==> src/rtl/srx_pkg.sv <==
package srx_pkg;
  localparam int unsigned WORD_W = 9;
  typedef logic [WORD_W-1:0] word_t;
endpackage

==> src/rtl/srx_clkgen.sv <==
// Shift clock generator: a half period lasts 2*(div+1) cycles; the clock
// rests low and starts each armed interval with a low half.
module srx_clkgen #(
  parameter int unsigned DIV_W = 8
) (
  input  logic             clk_i,
  input  logic             rst_ni,
  input  logic             run_i,
  input  logic [DIV_W-1:0] div_i,
  output logic             sclk_o,
  output logic             fall_o
);
  localparam int unsigned CNT_W = DIV_W + 1;

  logic [CNT_W-1:0] cnt_q, cnt_d;
  logic             ph_q, ph_d;
  logic [CNT_W-1:0] half_last;
  logic             at_end;

  assign half_last = {div_i, 1'b1};
  assign at_end    = (cnt_q >= half_last);

  always_comb begin
    cnt_d = cnt_q;
    ph_d  = ph_q;
    if (!run_i) begin
      cnt_d = '0;
      ph_d  = 1'b0;
    end else if (at_end) begin
      cnt_d = '0;
      ph_d  = ~ph_q;
    end else begin
      cnt_d = cnt_q + 1'b1;
    end
  end

  always_ff @(posedge clk_i or negedge rst_ni) begin
    if (!rst_ni) begin
      cnt_q <= '0;
      ph_q  <= 1'b0;
    end else begin
      cnt_q <= cnt_d;
      ph_q  <= ph_d;
    end
  end

  assign sclk_o = ph_q;
  assign fall_o = run_i & ph_q & at_end;
endmodule

==> src/rtl/srx_shift.sv <==
// Word assembler: stores the bit sampled at each falling shift-clock
// transition at the current bit index, LSB first.
module srx_shift
  import srx_pkg::*;
(
  input  logic  clk_i,
  input  logic  rst_ni,
  input  logic  run_i,
  input  logic  sample_i,
  input  logic  sdata_i,
  input  logic  nine_i,
  output word_t word_o,
  output logic  done_o
);
  localparam int unsigned IDX_W = $clog2(WORD_W);

  word_t            sh_q, sh_d;
  logic [IDX_W-1:0] idx_q, idx_d;
  logic [IDX_W-1:0] last_idx;
  word_t            merged;

  assign last_idx = nine_i ? IDX_W'(WORD_W - 1) : IDX_W'(WORD_W - 2);
  assign merged   = sh_q | (word_t'(sdata_i) << idx_q);
  assign done_o   = run_i & sample_i & (idx_q == last_idx);
  assign word_o   = merged;

  always_comb begin
    sh_d  = sh_q;
    idx_d = idx_q;
    if (!run_i || done_o) begin
      sh_d  = '0;
      idx_d = '0;
    end else if (sample_i) begin
      sh_d  = merged;
      idx_d = idx_q + 1'b1;
    end
  end

  always_ff @(posedge clk_i or negedge rst_ni) begin
    if (!rst_ni) begin
      sh_q  <= '0;
      idx_q <= '0;
    end else begin
      sh_q  <= sh_d;
      idx_q <= idx_d;
    end
  end
endmodule

==> src/rtl/srx_fifo.sv <==
module srx_fifo
  import srx_pkg::*;
#(
  parameter int unsigned DEPTH = 2
) (
  input  logic  clk_i,
  input  logic  rst_ni,
  input  logic  push_i,
  input  word_t din_i,
  input  logic  pop_i,
  output word_t dout_o,
  output logic  empty_o,
  output logic  full_o
);
  localparam int unsigned PTR_W = (DEPTH > 1) ? $clog2(DEPTH) : 1;
  localparam int unsigned CNT_W = $clog2(DEPTH + 1);

  word_t            mem_q [DEPTH];
  word_t            mem_d [DEPTH];
  logic [PTR_W-1:0] wr_q, wr_d, rd_q, rd_d;
  logic [CNT_W-1:0] cnt_q, cnt_d;
  logic             do_push, do_pop;

  assign empty_o = (cnt_q == '0);
  assign full_o  = (cnt_q == CNT_W'(DEPTH));
  assign do_pop  = pop_i & ~empty_o;
  assign do_push = push_i & (~full_o | do_pop);
  assign dout_o  = mem_q[rd_q];

  function automatic logic [PTR_W-1:0] bump(input logic [PTR_W-1:0] p);
    return (p == PTR_W'(DEPTH - 1)) ? '0 : p + 1'b1;
  endfunction

  always_comb begin
    wr_d  = do_push ? bump(wr_q) : wr_q;
    rd_d  = do_pop  ? bump(rd_q) : rd_q;
    cnt_d = cnt_q + CNT_W'(do_push) - CNT_W'(do_pop);
  end

  for (genvar g = 0; g < DEPTH; g++) begin : g_ent
    assign mem_d[g] = (do_push && wr_q == PTR_W'(g)) ? din_i : mem_q[g];
    always_ff @(posedge clk_i or negedge rst_ni) begin
      if (!rst_ni) mem_q[g] <= '0;
      else         mem_q[g] <= mem_d[g];
    end
  end

  always_ff @(posedge clk_i or negedge rst_ni) begin
    if (!rst_ni) begin
      wr_q  <= '0;
      rd_q  <= '0;
      cnt_q <= '0;
    end else begin
      wr_q  <= wr_d;
      rd_q  <= rd_d;
      cnt_q <= cnt_d;
    end
  end
endmodule

==> src/rtl/sync_master_rx.sv <==
module sync_master_rx
  import srx_pkg::*;
#(
  parameter int unsigned BAUD_W     = 8,
  parameter int unsigned FIFO_DEPTH = 2
) (
  input  logic              clk_i,
  input  logic              rst_ni,
  input  logic              port_en_i,
  input  logic [BAUD_W-1:0] baud_div_i,
  input  logic              nine_bit_i,
  input  logic              single_set_i,
  input  logic              cont_en_i,
  input  logic              irq_en_i,
  input  logic              sdata_i,
  input  logic              rd_pop_i,
  output logic              sclk_o,
  output logic [7:0]        rx_data_o,
  output logic              rx_bit8_o,
  output logic              rx_done_o,
  output logic              irq_o,
  output logic              ovr_err_o,
  output logic              single_busy_o
);
  logic  single_q, single_d;
  logic  ovr_q, ovr_d;
  logic  cont_prev_q;
  logic  active, fall, word_done, push;
  logic  fifo_empty, fifo_full, pop_ok;
  word_t word, head;

  assign active = port_en_i & ~ovr_q & (cont_en_i | single_q);
  assign pop_ok = rd_pop_i & ~fifo_empty;
  assign push   = word_done & (~fifo_full | pop_ok);

  srx_clkgen #(.DIV_W(BAUD_W)) u_clk (
    .clk_i  (clk_i),
    .rst_ni (rst_ni),
    .run_i  (active),
    .div_i  (baud_div_i),
    .sclk_o (sclk_o),
    .fall_o (fall)
  );

  srx_shift u_shift (
    .clk_i    (clk_i),
    .rst_ni   (rst_ni),
    .run_i    (active),
    .sample_i (fall),
    .sdata_i  (sdata_i),
    .nine_i   (nine_bit_i),
    .word_o   (word),
    .done_o   (word_done)
  );

  srx_fifo #(.DEPTH(FIFO_DEPTH)) u_fifo (
    .clk_i   (clk_i),
    .rst_ni  (rst_ni),
    .push_i  (push),
    .din_i   (word),
    .pop_i   (rd_pop_i),
    .dout_o  (head),
    .empty_o (fifo_empty),
    .full_o  (fifo_full)
  );

  always_comb begin
    single_d = single_q;
    if (single_set_i)   single_d = 1'b1;
    else if (word_done) single_d = 1'b0;

    ovr_d = ovr_q;
    if (cont_prev_q && !cont_en_i)                 ovr_d = 1'b0;
    else if (word_done && fifo_full && !pop_ok)    ovr_d = 1'b1;
  end

  always_ff @(posedge clk_i or negedge rst_ni) begin
    if (!rst_ni) begin
      single_q    <= 1'b0;
      ovr_q       <= 1'b0;
      cont_prev_q <= 1'b0;
    end else begin
      single_q    <= single_d;
      ovr_q       <= ovr_d;
      cont_prev_q <= cont_en_i;
    end
  end

  assign rx_data_o     = head[7:0];
  assign rx_bit8_o     = head[8];
  assign rx_done_o     = ~fifo_empty;
  assign irq_o         = ~fifo_empty & irq_en_i;
  assign ovr_err_o     = ovr_q;
  assign single_busy_o = single_q;
endmodule

==> config.mk <==
export PLATFORM = sky130hd
export DESIGN_NAME = sync_master_rx
export DESIGN_NICKNAME = d
export VERILOG_FILES = /design/src/rtl/srx_pkg.sv /design/src/rtl/srx_clkgen.sv /design/src/rtl/srx_shift.sv /design/src/rtl/srx_fifo.sv /design/src/rtl/sync_master_rx.sv
export SDC_FILE = /design/constraint.sdc
export NUM_CORES = 1
export LEC_CHECK = 0
export ABC_AREA = 0
export CELL_PAD_IN_SITES_DETAIL_PLACEMENT = 1
export CELL_PAD_IN_SITES_GLOBAL_PLACEMENT = 2
export CORE_ASPECT_RATIO = 0.75
export CORE_MARGIN = 1.5
export CORE_UTILIZATION = 44
export DETAILED_ROUTE_END_ITERATION = 10
export DONT_BUFFER_PORTS = 1
export GPL_ROUTABILITY_DRIVEN = 0
export PLACE_DENSITY = 0.87
export SYNTH_ARGS = -nofsm -noshare
export SYNTH_HDL_FRONTEND = slang
export SYNTH_SLANG_ARGS = --single-unit
==> constraint.sdc <==
create_clock -name clk_i -period 5.9 [get_ports clk_i]
set_input_delay 0.295 -clock clk_i [delete_from_list [all_inputs] [get_ports clk_i]]
set_output_delay 0.295 -clock clk_i [all_outputs]
set_load 0.02 [all_outputs]
# Yosys cells after proc, flatten, opt, wreduce, memory -nomap -nowiden
# Cells that the tools add are included.
op_classes:
  multipliers: 0
  n_shift: 1
  magnitude_cmp: 2
  n_reduce_logical: 13
  n_div: 0
  n_eq_ne: 3
  bitwise: 19
  addsub: 6
  n_mux: 18
ops:
  columns: ["op", "n"]
  rows:
  - ["2-to-1 mux 9 bit", 7]
  - ["2-to-1 mux 4 bit", 3]
  - ["bitwise AND 1 bit", 10]
  - ["adder 9 x 1 -> 9 bit (second input constant)", 1]
  - ["greater-or-equal comparator 9 bit", 1]
  - ["OR 9 bit", 1]
  - ["<< shifter 1 x 4 -> 9 bit", 1]
  - ["2-to-1 mux 1 bit", 8]
  - ["nonzero test 2 bit", 3]
  - ["logical AND 1 bit", 5]
  - ["inverter 1 bit", 5]
  - ["adder 4 x 1 -> 4 bit (second input constant)", 1]
  - ["== test 4 bit", 1]
  - ["zero test 1 bit", 3]
  - ["adder 1 bit (second input constant)", 2]
  - ["adder 2 x 1 -> 2 bit", 1]
  - ["== test 2 bit (second input constant)", 1]
  - ["greater-or-equal comparator 2 bit (second input constant)", 1]
  - ["zero test 2 bit", 1]
  - ["!= test 2 bit (second input constant)", 1]
  - ["inverter 1 -> 2 bit", 1]
  - ["OR 1 bit", 2]
  - ["subtractor 2 x 1 -> 2 bit", 1]
  - ["logical OR 1 bit", 1]
totals:
  memories: 0
  input_bits: 17
  ff_bits: 48
  word_cells: 74
  mem_bits_rw: 0
  output_inout_bits: 14
  mem_bits_ro: 0
  latchBits: 0

# Depth between registers and ports, before layout
# Gate-level depths: netlist of run 1.
depth:
  depth_word: 11
  depth_mapped: 8
  depth_no_buf: 7

# Modules after synthesis
# A second synthesis of run 1 with hierarchy kept.
hier_totals:
  cells_unflattened: 234
  hier_area_um2: 2736.4
modules_own_cells:
  columns: ["mod", "seq_area_each_um2", "area_per_inst_um2", "cells_per_inst", "n_inst"]
  rows:
  - ["srx_fifo", 550.5, 1032.2, 66, 1]
  - ["srx_shift", 325.3, 858.3, 79, 1]
  - ["srx_clkgen", 250.2, 701.9, 75, 1]
  - ["sync_master_rx", 75.1, 143.9, 14, 1]

# Worst setup path after synthesis of run 1
# Ideal clock, no wire load.
synth_path:
  path_kind: "reg-to-reg"
  startpoint: "register u_shift.idx_q[0]"
  endpoint: "register u_fifo.mem_q[0] (netlist name)"
  slack_ns: 3.504
  path_buffers: 3
  required_ns: 5.775
  setup_ns: 0.125
  path_stages_with_launch: 9
  synth_period_minus_slack_ns: 2.396
  arrival_ns: 2.271
  path_cell_list: "dfrtp_1 > buf_6 > nor4b_2 > a22oi_1 > or3_1 > buf_2 > or4b_4 > buf_6 > mux2_4"
synth_via:
  elab_chain_cells: 5
  word_cells_on_any_way: 7
  cone_classes: "1 x eq/ne; 1 x shift; 4 x bitwise; 1 x reduce/logical"
synth_rtl:
  columns: ["item", "line_no", "rtl"]
  rows:
  - ["start: declaration", "srx_shift.sv:18", "logic [IDX_W-1:0] idx_q, idx_d;"]
  - ["start signal: assignment", "srx_shift.sv:45", "idx_q <= idx_d;"]
  - ["== test 4 bit", "srx_shift.sv:24", "assign done_o = run_i & sample_i & (idx_q == last_idx);"]
  - ["bitwise AND 1 bit", "srx_shift.sv:24", null]
  - ["bitwise AND 1 bit", "sync_master_rx.sv:34", "assign push = word_done & (~fifo_full | pop_ok);"]
  - ["bitwise AND 1 bit", "srx_fifo.sv:27", "assign do_push = push_i & (~full_o | do_pop);"]
  - ["logical AND 1 bit", "srx_fifo.sv:41", "assign mem_d[g] = (do_push && wr_q == PTR_W'(g)) ? din_i : mem_q[g];"]
  - ["end signal: indexed assignment", "srx_fifo.sv:44", "else mem_q[g] <= mem_d[g];"]
  - ["end: declaration", "srx_fifo.sv:18", "word_t mem_q [DEPTH];"]
# Parallel ways exist; a longest one is shown, timed or not.
# A chain may end at the register's enable or synchronous reset.

# Worst setup path after layout of run 1
layout_path:
  startpoint: "register u_clk.cnt_q[4]"
  endpoint: "register u_fifo.mem_q[13] (netlist name)"
layout_via:
  elab_chain_cells: 7
layout_rtl:
  columns: ["item", "line_no", "rtl"]
  rows:
  - ["start: declaration", "srx_clkgen.sv:15", "logic [CNT_W-1:0] cnt_q, cnt_d;"]
  - ["start signal: assignment", "srx_clkgen.sv:42", "cnt_q <= cnt_d;"]
  - ["greater-or-equal comparator 9 bit", "srx_clkgen.sv:21", "assign at_end = (cnt_q >= half_last);"]
  - ["bitwise AND 1 bit", "srx_clkgen.sv:48", "assign fall_o = run_i & ph_q & at_end;"]
  - ["bitwise AND 1 bit (2 in series)", "srx_shift.sv:24", null]
  - ["bitwise AND 1 bit", "sync_master_rx.sv:34", null]
  - ["bitwise AND 1 bit", "srx_fifo.sv:27", null]
  - ["logical AND 1 bit", "srx_fifo.sv:41", null]
# Every way passes these cells.

==> results of run 1 <==
[state kept, by name, indices dropped and copies added (netlist names)]
name	flops
u_fifo.mem_q	18
u_clk.cnt_q	9
u_shift.sh_q	9
u_shift.idx_q	4
u_fifo.cnt_q	2
cont_prev_q	1
ovr_err_o	1
single_busy_o	1
u_clk.sclk_o	1
u_fifo.rd_q	1
u_fifo.wr_q	1
[stage by stage]
stage	instance area [sq um]	std cells	utilization (%)
floorplan	2500	225	-
global placement	2540	290	46.9
detailed placement	2540	290	46.9
CTS	2700	300	50.0
global route	2700	300	50.0
finish	2700	300	50.0
[power groups by stage]
stage                     logic [mW]  registers [mW]  clock network (mW)
after CTS                     0.0863           0.369               0.265
after global placement        0.0719           0.373                   0
after global routing          0.0937           0.371               0.276
after detailed placement      0.0764           0.376                   0
after floorplan               0.0754           0.355                   0
final                         0.0840           0.367               0.258
[synthesized netlist by cell type (3+ instances only)]
cell,number,area share [%]
a31oi_1,4,1.0
xor2_1,8,2.8
nand2b_1,3,0.75
nor2_1,19,2.8
xnor2_1,4,1.4
dfrtp_1,48,48
or2_2,5,1.2
nand3_1,7,1.4
nand2_1,3,0.45
mux2_2,19,8.5
a21oi_1,12,2.4
buf_2,4,0.80
clkbuf_1,3,0.45
inv_1,15,2.2
and2_1,4,1.0
o21ai_0,8,1.6
and3_1,3,0.75
mux2_4,9,5.4
nor3_1,3,0.60
a21o_1,3,0.90
ha_1,11,5.5
[worst max-delay path: stages, from the launching register on]
cell,delay (ns)
dfrtp_1,0.41
ha_1,0.29
a211oi_1,0.21
o21ai_0,0.16
a31oi_1,0.76
or4_1,0.51
mux2_2,0.40
[final timing paths]
kind,from,endpoint,slack [ns],depth (start not counted)
max in group asynchronous,rst_ni,u_fifo.mem_q[7]$_DFFE_PN0P_,5.18,2
min reg2reg,u_fifo.wr_q$_DFFE_PN0P_,u_fifo.wr_q$_DFFE_PN0P_,0.48,1
min in group asynchronous,rst_ni,u_clk.cnt_q[7]$_DFF_PN0_,0.50,2
max reg2reg,u_clk.cnt_q[4]$_DFF_PN0_,u_fifo.mem_q[13]$_DFFE_PN0P_,3.06,6
min,cont_en_i,cont_prev_q$_DFF_PN0_,0.02,0
max,u_clk.cnt_q[4]$_DFF_PN0_,u_fifo.mem_q[13]$_DFFE_PN0P_,3.06,6
[per-layer routing]
metal  routed length (um)  global-route usage, %
met1                 2690                   26.5
met2                 2240                   29.1
met3                  150                   3.78
met4                   10                   3.17
met5                    0                      0
[cell type report]
class / count / area, sq um
multi-input cells: 152 / 1190
well taps: 75 / 93.8
clock buffers: 7 / 96.3
repair buffers: 2 / 37.5
inverters: 15 / 56.3
fillers: 591 / 2710
clock inverters: 1 / 30.0
flip-flops and latches: 48 / 1200
[logic make-up after synthesis]
logic type                 share of synthesized area (%)
and+or+nand+nor                                     14.5
DFF                                                 48.0
AOI/OAI and AO/OA                                   9.34
muxes                                               13.9
buffers and inverters                               4.59
xor gates and xnor gates                            4.20
adders and majority gates                           5.49
==> impl_metrics.toml, run 1 <==
[status]
outcome = "completed"

[placed_design]
dp_hpwl_um = 3680
port_buffers = 0
dp_slack_ns = 3.05

[timing]
rsz0062_at_grt = "false"
setup_violations = 0
slew_headroom_pct = 31.8
hold_viol = 0
clock.fmax_ghz = 0.352
slew_violations = 0
worst_slew_pin_slew_ns = 1.02
tns_ns = 0
fin_skew_ns = 0.00992
fin_hold_ws_ns = 0.0223
fin_crit_sh_pct = 48.2
setup_slack_ns = 3.06
period_needed_ns = 2.84

[routing]
drc_errors = 0
routedWlPerCell_um = 17.0
via_per_inst = 5.37
via_count = 1612
drt-pass1-iter-count = 3
wl_um = 5090
antenna_left = 0
drt_iter0_drc = 65

[cts]
cts_setup_buffers = 0
root_buffer = "clkbuf_8"
clk_pin_slew_ns = 0.09
h-tree-depth = 2
post_cts_resized = 0
postCtsHoldBufs = 2
tritoncts = "done"
clkLatencyLatePin_ns = 0.30
cts_num_sinks = 48
clockBufferDepth = 2
cts_buffers = 5

[power_and_ir_drop]
p_leak_nw = 1.37
sw_frac_of_total_pct = 25.1
irDropWorstVdd_mv = 0.0909
total_power_mw = 0.710
netSwitchingPower_mw = 0.178
p_comb_share_pct = 11.8
p_clk_share_pct = 36.4
pwr-share-seq_pct = 51.7
powerDensity_nw_per_um2 = 262
p_int_mw = 0.531

[logic_synthesis]
syn_nets = 253
synthArstFlopShare_pct = 100
ys_ff_latch = 48
synth_edf_count = 0
synth_cell_type_count = 44
yosys_warnings = 0
syn_avg_cell_area_sq_um = 11.1
synth-main-ff-cell = "dfrtp_1"
synthesis.area_sq_um = 2500
synthCells = 225
yosysSeqAreaShare_pct = 48.0

[worst_setup_path]
start_kind = "register"
crit_arrival_ns = 3.02
critical_path_class = "reg -> reg"
crit_path_end_kind = "register"
path_max_fanout = 14
cp.required_ns = 6.08

[global_route]
overflow = 0
grt_max_degree = 49
grt_pass1_wl_um = 8900
antenna_found_initial = 0
grt_usage_pct = 18.4
grt_pass1_vias = 1731

[final_layout]
final_common_cell = "dfrtp_1"
drive_above_1_share_pct = 20.4
antenna_cells = 0
layout_common_cells = "48 x dfrtp_1, 19 x mux2_2, 19 x nor2_1"
finalNetCount = 252
syn_to_final_growth_pct = 7.94

[die]
die_area_sq_um = 6160
core_sq_um = 5410
die_w_um = 90.1
rows = 23
io_pins = 31
start_util_pct = 46.3
die_h_um = 68.3

[flow_run]
maxCapViolCount = 0

[min_path]
hold_class = "in -> reg"
No activity file was read; power rests on OpenSTA's default activity.
==> inputs of run 2 (changes only) <==
--- a/config.mk
+++ b/config.mk
@@ -10,11 +10,11 @@
 export CELL_PAD_IN_SITES_GLOBAL_PLACEMENT = 2
 export CORE_ASPECT_RATIO = 0.75
 export CORE_MARGIN = 1.5
-export CORE_UTILIZATION = 44
+export CORE_UTILIZATION = 41
 export DETAILED_ROUTE_END_ITERATION = 10
 export DONT_BUFFER_PORTS = 1
 export GPL_ROUTABILITY_DRIVEN = 0
-export PLACE_DENSITY = 0.87
+export PLACE_DENSITY = 0.82
 export SYNTH_ARGS = -nofsm -noshare
 export SYNTH_HDL_FRONTEND = slang
 export SYNTH_SLANG_ARGS = --single-unit
==> constraint.sdc (replaced) <==
create_clock -name clk_i -period 2.96 [get_ports clk_i]
set_input_delay 0.148 -clock clk_i [delete_from_list [all_inputs] [get_ports clk_i]]
set_output_delay 0.148 -clock clk_i [all_outputs]
set_load 0.02 [all_outputs]
==> impl_metrics.toml, run 2 (synthesis gave the netlist of run 1 again) <==
[global_route]
antenna_found_initial = 0
grt_max_degree = 49
grt_usage_pct = 18.5
grt_pass1_vias = 1814
overflow = 0
grt_pass1_wl_um = 9230

[power_and_ir_drop]
pwr-share-seq_pct = 55.8
netSwitchingPower_mw = 0.358
sw_frac_of_total_pct = 27.4
total_power_mw = 1.31
p_int_mw = 0.950
powerDensity_nw_per_um2 = 482
p_clk_share_pct = 31.3
irDropWorstVdd_mv = 0.176
p_comb_share_pct = 12.9
p_leak_nw = 1.38

[final_layout]
antenna_cells = 0
layout_common_cells = "48 x dfrtp_1, 19 x mux2_2, 19 x nor2_1"
final_util_pct = 46.4
reg.largest.list = "u_fifo.mem_q (18), u_clk.cnt_q (9), u_shift.sh_q (9)"
largest_reg_flops = 18
fin_cells = 308
stdcell_area_sq_um = 2720
drive_above_1_share_pct = 21.3
finalNetCount = 257
syn_to_final_growth_pct = 8.44
final_common_cell = "dfrtp_1"
regMostFlops = "u_fifo.mem_q"

[routing]
drt_iter0_drc = 64
drc_errors = 0
via_per_inst = 5.39
via_count = 1661
routedWlPerCell_um = 17.3
drt-pass1-iter-count = 6
wl_um = 5340
antenna_left = 0

[worst_setup_path]
reg2reg_slack_ns = 0.36
cp.required_ns = 3.15
rr_startpoint = "u_shift.idx_q[0]$_DFFE_PN0P_"
crit_arrival_ns = 2.80
crit_path_end_kind = "register"
start_kind = "register"
critical_path_class = "reg -> reg"
crit_path_start = "u_shift.idx_q[0]$_DFFE_PN0P_"
path_max_fanout = 10

[cts]
root_buffer = "clkbuf_8"
post_cts_resized = 0
clkLatencyLatePin_ns = 0.30
cts_num_sinks = 48
tritoncts = "done"
clk_pin_slew_ns = 0.09
clockBufferDepth = 2
cts_buffers = 5
h-tree-depth = 2

[die]
rows = 24
die_w_um = 93.3
start_util_pct = 42.8
die_h_um = 70.7
die_area_sq_um = 6590
core_sq_um = 5860
io_pins = 31

[placed_design]
dp_hpwl_um = 3900
dp_slack_ns = 0.362
place_inst = 296
place_area_sq_um = 2570
port_buffers = 0

[timing]
tns_ns = 0
clock.fmax_ghz = 0.384
fin_skew_ns = 0.00418
period_needed_ns = 2.60
setup_violations = 0
fin_hold_ws_ns = 0.0386
slew_violations = 0
rsz0062_at_grt = "false"
hold_viol = 0
worst_slew_pin_slew_ns = 0.692
slew_headroom_pct = 53.8
setup_slack_ns = 0.357
fin_crit_sh_pct = 87.9

[min_path]
hold_class = "in -> reg"
hp-start = "cont_en_i"

[status]
outcome = "completed"

[flow_run]
maxCapViolCount = 0
[run 2: power by group through the flow]
stage	Combinational, mW	Sequential, mW	Clock, mW
4_1_cts	0.173	0.731	0.423
5_1_grt	0.187	0.735	0.453
3_3_place_gp	0.146	0.740	0
6_report	0.169	0.730	0.409
3_5_place_dp	0.150	0.744	0
2_1_floorplan	0.150	0.708	0
[run 2: final timing paths]
| kind | endpoint | cells after the start |
|---|---|---|
| min in group asynchronous | u_fifo.rd_q$_DFFE_PN0P_ | 2 |
| worst min register to register | u_shift.sh_q[5]$_DFFE_PN0P_ | 2 |
| worst min-delay path | ovr_err_o$_DFFE_PN0P_ | 1 |
| worst max register to register | u_fifo.mem_q[14]$_DFFE_PN0P_ | 5 |
| max in group asynchronous | u_fifo.mem_q[4]$_DFFE_PN0P_ | 2 |
| worst max-delay path | u_fifo.mem_q[14]$_DFFE_PN0P_ | 5 |
[run 2: timing repair]
item                      in CTS  in global routing
hold endpoints to repair      50                  0
hold buffers                   4                  0
buffers inserted               0                  0
[run 2: cell type report]
type	count	area, sq um
inverters	15	56.3
fillers	641	3140
clock buffers	6	82.6
flip-flops and latches	48	1200
well taps	78	97.6
repair buffers	7	80.1
clock inverters	2	10.0
multi-input cells	152	1190
[run 2: critical path, cell delays in order, from the launching register on]
cell and delay (ns):
dfrtp_1 0.50, nor4b_2 0.31, a22oi_1 0.14, or3_1 0.49, or4_1 0.68, mux2_2 0.37
[run 2: routing by layer]
layer | global-route usage, % | up-vias | part of all wire, %
li1 | - | 793 | -
met1 | 25.2 | 835 | 49
met2 | 28.3 | 26 | 45
met3 | 5.81 | 7 | 4.6
met4 | 5.56 | 0 | 1.3
met5 | 0 | - | 0
==> inputs of run 3 (changes only) <==
--- a/config.mk
+++ b/config.mk
@@ -8,13 +8,14 @@
 export ABC_AREA = 0
 export CELL_PAD_IN_SITES_DETAIL_PLACEMENT = 1
 export CELL_PAD_IN_SITES_GLOBAL_PLACEMENT = 2
-export CORE_ASPECT_RATIO = 0.75
+export CORE_ASPECT_RATIO = 1.75
 export CORE_MARGIN = 1.5
-export CORE_UTILIZATION = 41
+export CORE_UTILIZATION = 42
 export DETAILED_ROUTE_END_ITERATION = 10
 export DONT_BUFFER_PORTS = 1
 export GPL_ROUTABILITY_DRIVEN = 0
 export PLACE_DENSITY = 0.82
 export SYNTH_ARGS = -nofsm -noshare
 export SYNTH_HDL_FRONTEND = slang
+export SYNTH_HIERARCHICAL = 1
 export SYNTH_SLANG_ARGS = --single-unit
==> impl_metrics.toml, run 3 <==
[final_layout]
reg.largest.list = "u_fifo/mem_q (18), u_clk/cnt_q (9), u_shift/sh_q (9)"
largest_reg_flops = 18
syn_to_final_growth_pct = 20.9
final_common_cell = "dfrtp_1"
stdcell_area_sq_um = 3310
layout_common_cells = "48 x dfrtp_1, 28 x buf_4, 18 x mux2_4"
regMostFlops = "u_fifo/mem_q"
finalNetCount = 295
drive_above_1_share_pct = 36.3
antenna_cells = 0

[routing]
wl_um = 6030
top_layer = "met4"
wl_met1_um = 2350
drc_errors = 0
wl_met2_um = 3520
wl_met3_um = 96
via_per_inst = 5.40
drt-pass1-iter-count = 3
routedWlPerCell_um = 17.4
via_count = 1873
antenna_left = 0
drt_iter0_drc = 46

[logic_synthesis]
synthCells = 234
synth_area_leaders = "dfrtp_1 44%, mux2_2 7.4%, ha_1 5.5%"
synth-main-ff-cell = "dfrtp_1"
synthesis.area_sq_um = 2740
synth.most_common_cell = "dfrtp_1"
synth_largest_area_cell = "dfrtp_1"
ys_ff_latch = 48
syn_nets = 263
syn_avg_cell_area_sq_um = 11.7
synth_top_area_share_pct = 43.9
yosysSeqAreaShare_pct = 43.9
synth_commonest_cells = "48 x dfrtp_1, 18 x mux2_2, 16 x nor2_1"
yosys_warnings = 6
synth_cell_type_count = 47
synthArstFlopShare_pct = 100
synth_edf_count = 0

[die]
io_pins = 31
start_util_pct = 43.9
core_sq_um = 6230
die_w_um = 64.0
die_h_um = 110
die_area_sq_um = 7030
rows = 38

[global_route]
grt_max_degree = 49
grt_pass1_wl_um = 10200
grt_pass1_vias = 2085
antenna_found_initial = 0
overflow = 0
grt_usage_pct = 19.0

[status]
violations = "setup timing"
outcome = "finished, violations left"

[timing]
tns_ns = -0.129
rsz0062_at_grt = "true"
slew_headroom_pct = 69.6
worst_slew_pin_slew_ns = 0.457
slew_violations = 0
setup_violations = 2
fin_crit_sh_pct = 103
fin_hold_ws_ns = 0.107
fin_skew_ns = 0.00841
setup_slack_ns = -0.0753
period_needed_ns = 3.04
clock.fmax_ghz = 0.329
hold_viol = 0

[power_and_ir_drop]
p_leak_nw = 1.62
irDropWorstVdd_mv = 0.367
total_power_mw = 1.48
powerDensity_nw_per_um2 = 449

[placed_design]
port_buffers = 0
place_area_sq_um = 3030
dp_hpwl_um = 4320
dp_slack_ns = -0.144

[worst_setup_path]
cp.required_ns = 3.16
max_stage_delay_ns = 0.42
critical_path_class = "reg -> reg"
crit_chain = "ha_4, o211ai_1, o21a_1, o21ai_1, o211a_1, nor4bb_4, a22o_1, and2_4, inv_2, a21oi_4, nand2b_1, ha_1, inv_2, ha_4, xnor2_2, xnor2_1"
crit_arrival_ns = 3.23
reg2reg_depth = 16
slowest_stage = "dfrtp_1"
start_kind = "register"
reg2reg_slack_ns = -0.08
reg2reg_to = "u_fifo/cnt_q[1]$_DFF_PN0_"
rr_startpoint = "u_clk/cnt_q[4]$_DFF_PN0_"
crit_path_end_kind = "register"
crit_path_start = "u_clk/cnt_q[4]$_DFF_PN0_"
path_max_fanout = 3

[cts]
clkLatencyLatePin_ns = 0.32
clk_pin_slew_ns = 0.09
tritoncts = "done"
h-tree-depth = 2
root_buffer = "clkbuf_8"
cts_buffers = 5
cts_num_sinks = 48
clockBufferDepth = 2

[min_path]
hp-start = "nine_bit_i"
worstHoldPathCells = 2
holdPathEnd = "u_shift/idx_q[3]$_DFFE_PN0P_"
hold_class = "in -> reg"

[flow_run]
maxCapViolCount = 0
[run 3: cell count changes in the layout (fill, tap and decap cells not counted), moves of 8 or more]
cell,delta
mux2_2,-10
a21oi_1,-8
mux2_4,+9
buf_4,+25
nor3b_2,+13
a21o_1,+8
[run 3: final cells by class]
| type | count | area, sq um |
|---|---|---|
| clock inverters | 2 | 38.8 |
| clock buffers | 6 | 82.6 |
| fillers | 660 | 2920 |
| multi-input cells | 163 | 1530 |
| well taps | 80 | 100 |
| repair buffers | 34 | 308 |
| flip-flops and latches | 48 | 1200 |
| inverters | 14 | 52.6 |
[run 3: worst max-delay path, delay by kind of cell (launching register included)]
family | cells | cell delay [ns]
fa+ha+maj | 3 | 0.72
flops | 1 | 0.42
simple gates | 3 | 0.48
compound gates | 6 | 0.97
xor+xnor | 2 | 0.26
buf+inv | 2 | 0.09
[run 3: worst max-delay path by stage]
stage / depth (start not counted) / to
3_3_place_gp: 16 / u_fifo/cnt_q[1]$_DFF_PN0_
5_1_grt: 16 / u_fifo/cnt_q[1]$_DFF_PN0_
3_5_place_dp: 16 / u_fifo/cnt_q[1]$_DFF_PN0_
4_1_cts: 16 / u_fifo/cnt_q[1]$_DFF_PN0_
6_report: 16 / u_fifo/cnt_q[1]$_DFF_PN0_
2_1_floorplan: 17 / u_fifo/cnt_q[1]$_DFF_PN0_
[run 3: routing by layer]
| metal | global-route usage, % | up-vias |
|---|---|---|
| met4 | 8.85 | 0 |
| met5 | 0 | - |
| met1 | 20.0 | 963 |
| met3 | 2.46 | 6 |
| li1 | - | 886 |
| met2 | 36.7 | 18 |
[run 3: cell families (layout without fill, tap and decap cells)]
| family | after synthesis | after routing | synth area share (%) |
|---|---|---|---|
| and+or+nand+nor | 70 | 70 | 18.9 |
| xor gates and xnor gates | 11 | 11 | 3.52 |
| DFF | 48 | 48 | 43.9 |
| buffers and inverters | 23 | 56 | 3.98 |
| adders and majority gates | 12 | 12 | 5.49 |
| muxes | 28 | 28 | 12.7 |
| AOI/OAI and AO/OA | 42 | 42 | 11.5 |
[run 3: through the flow]
step	util (%)	instances
after global routing	53.1	347
after global placement	48.6	325
after CTS	52.7	345
after floorplan	-	234
final	53.1	347
after detailed placement	48.6	325
[run 3: what timing repair did]
action / 4_1_cts / 5_1_grt
setup endpoints to repair: 19 / 21
setup buffers: 8 / 2
endpoints found under the hold margin: 51 / 0
hold buffers: 4 / 0
gates resized for setup: 3 / 2
pin swaps: 8 / 1
[run 3: power breakdown]
group | total [mW] | internal [mW] | switching, mW
combinational | 0.230 | 0.119 | 0.111
sequential | 0.744 | 0.683 | 0.0604
clock | 0.511 | 0.276 | 0.234
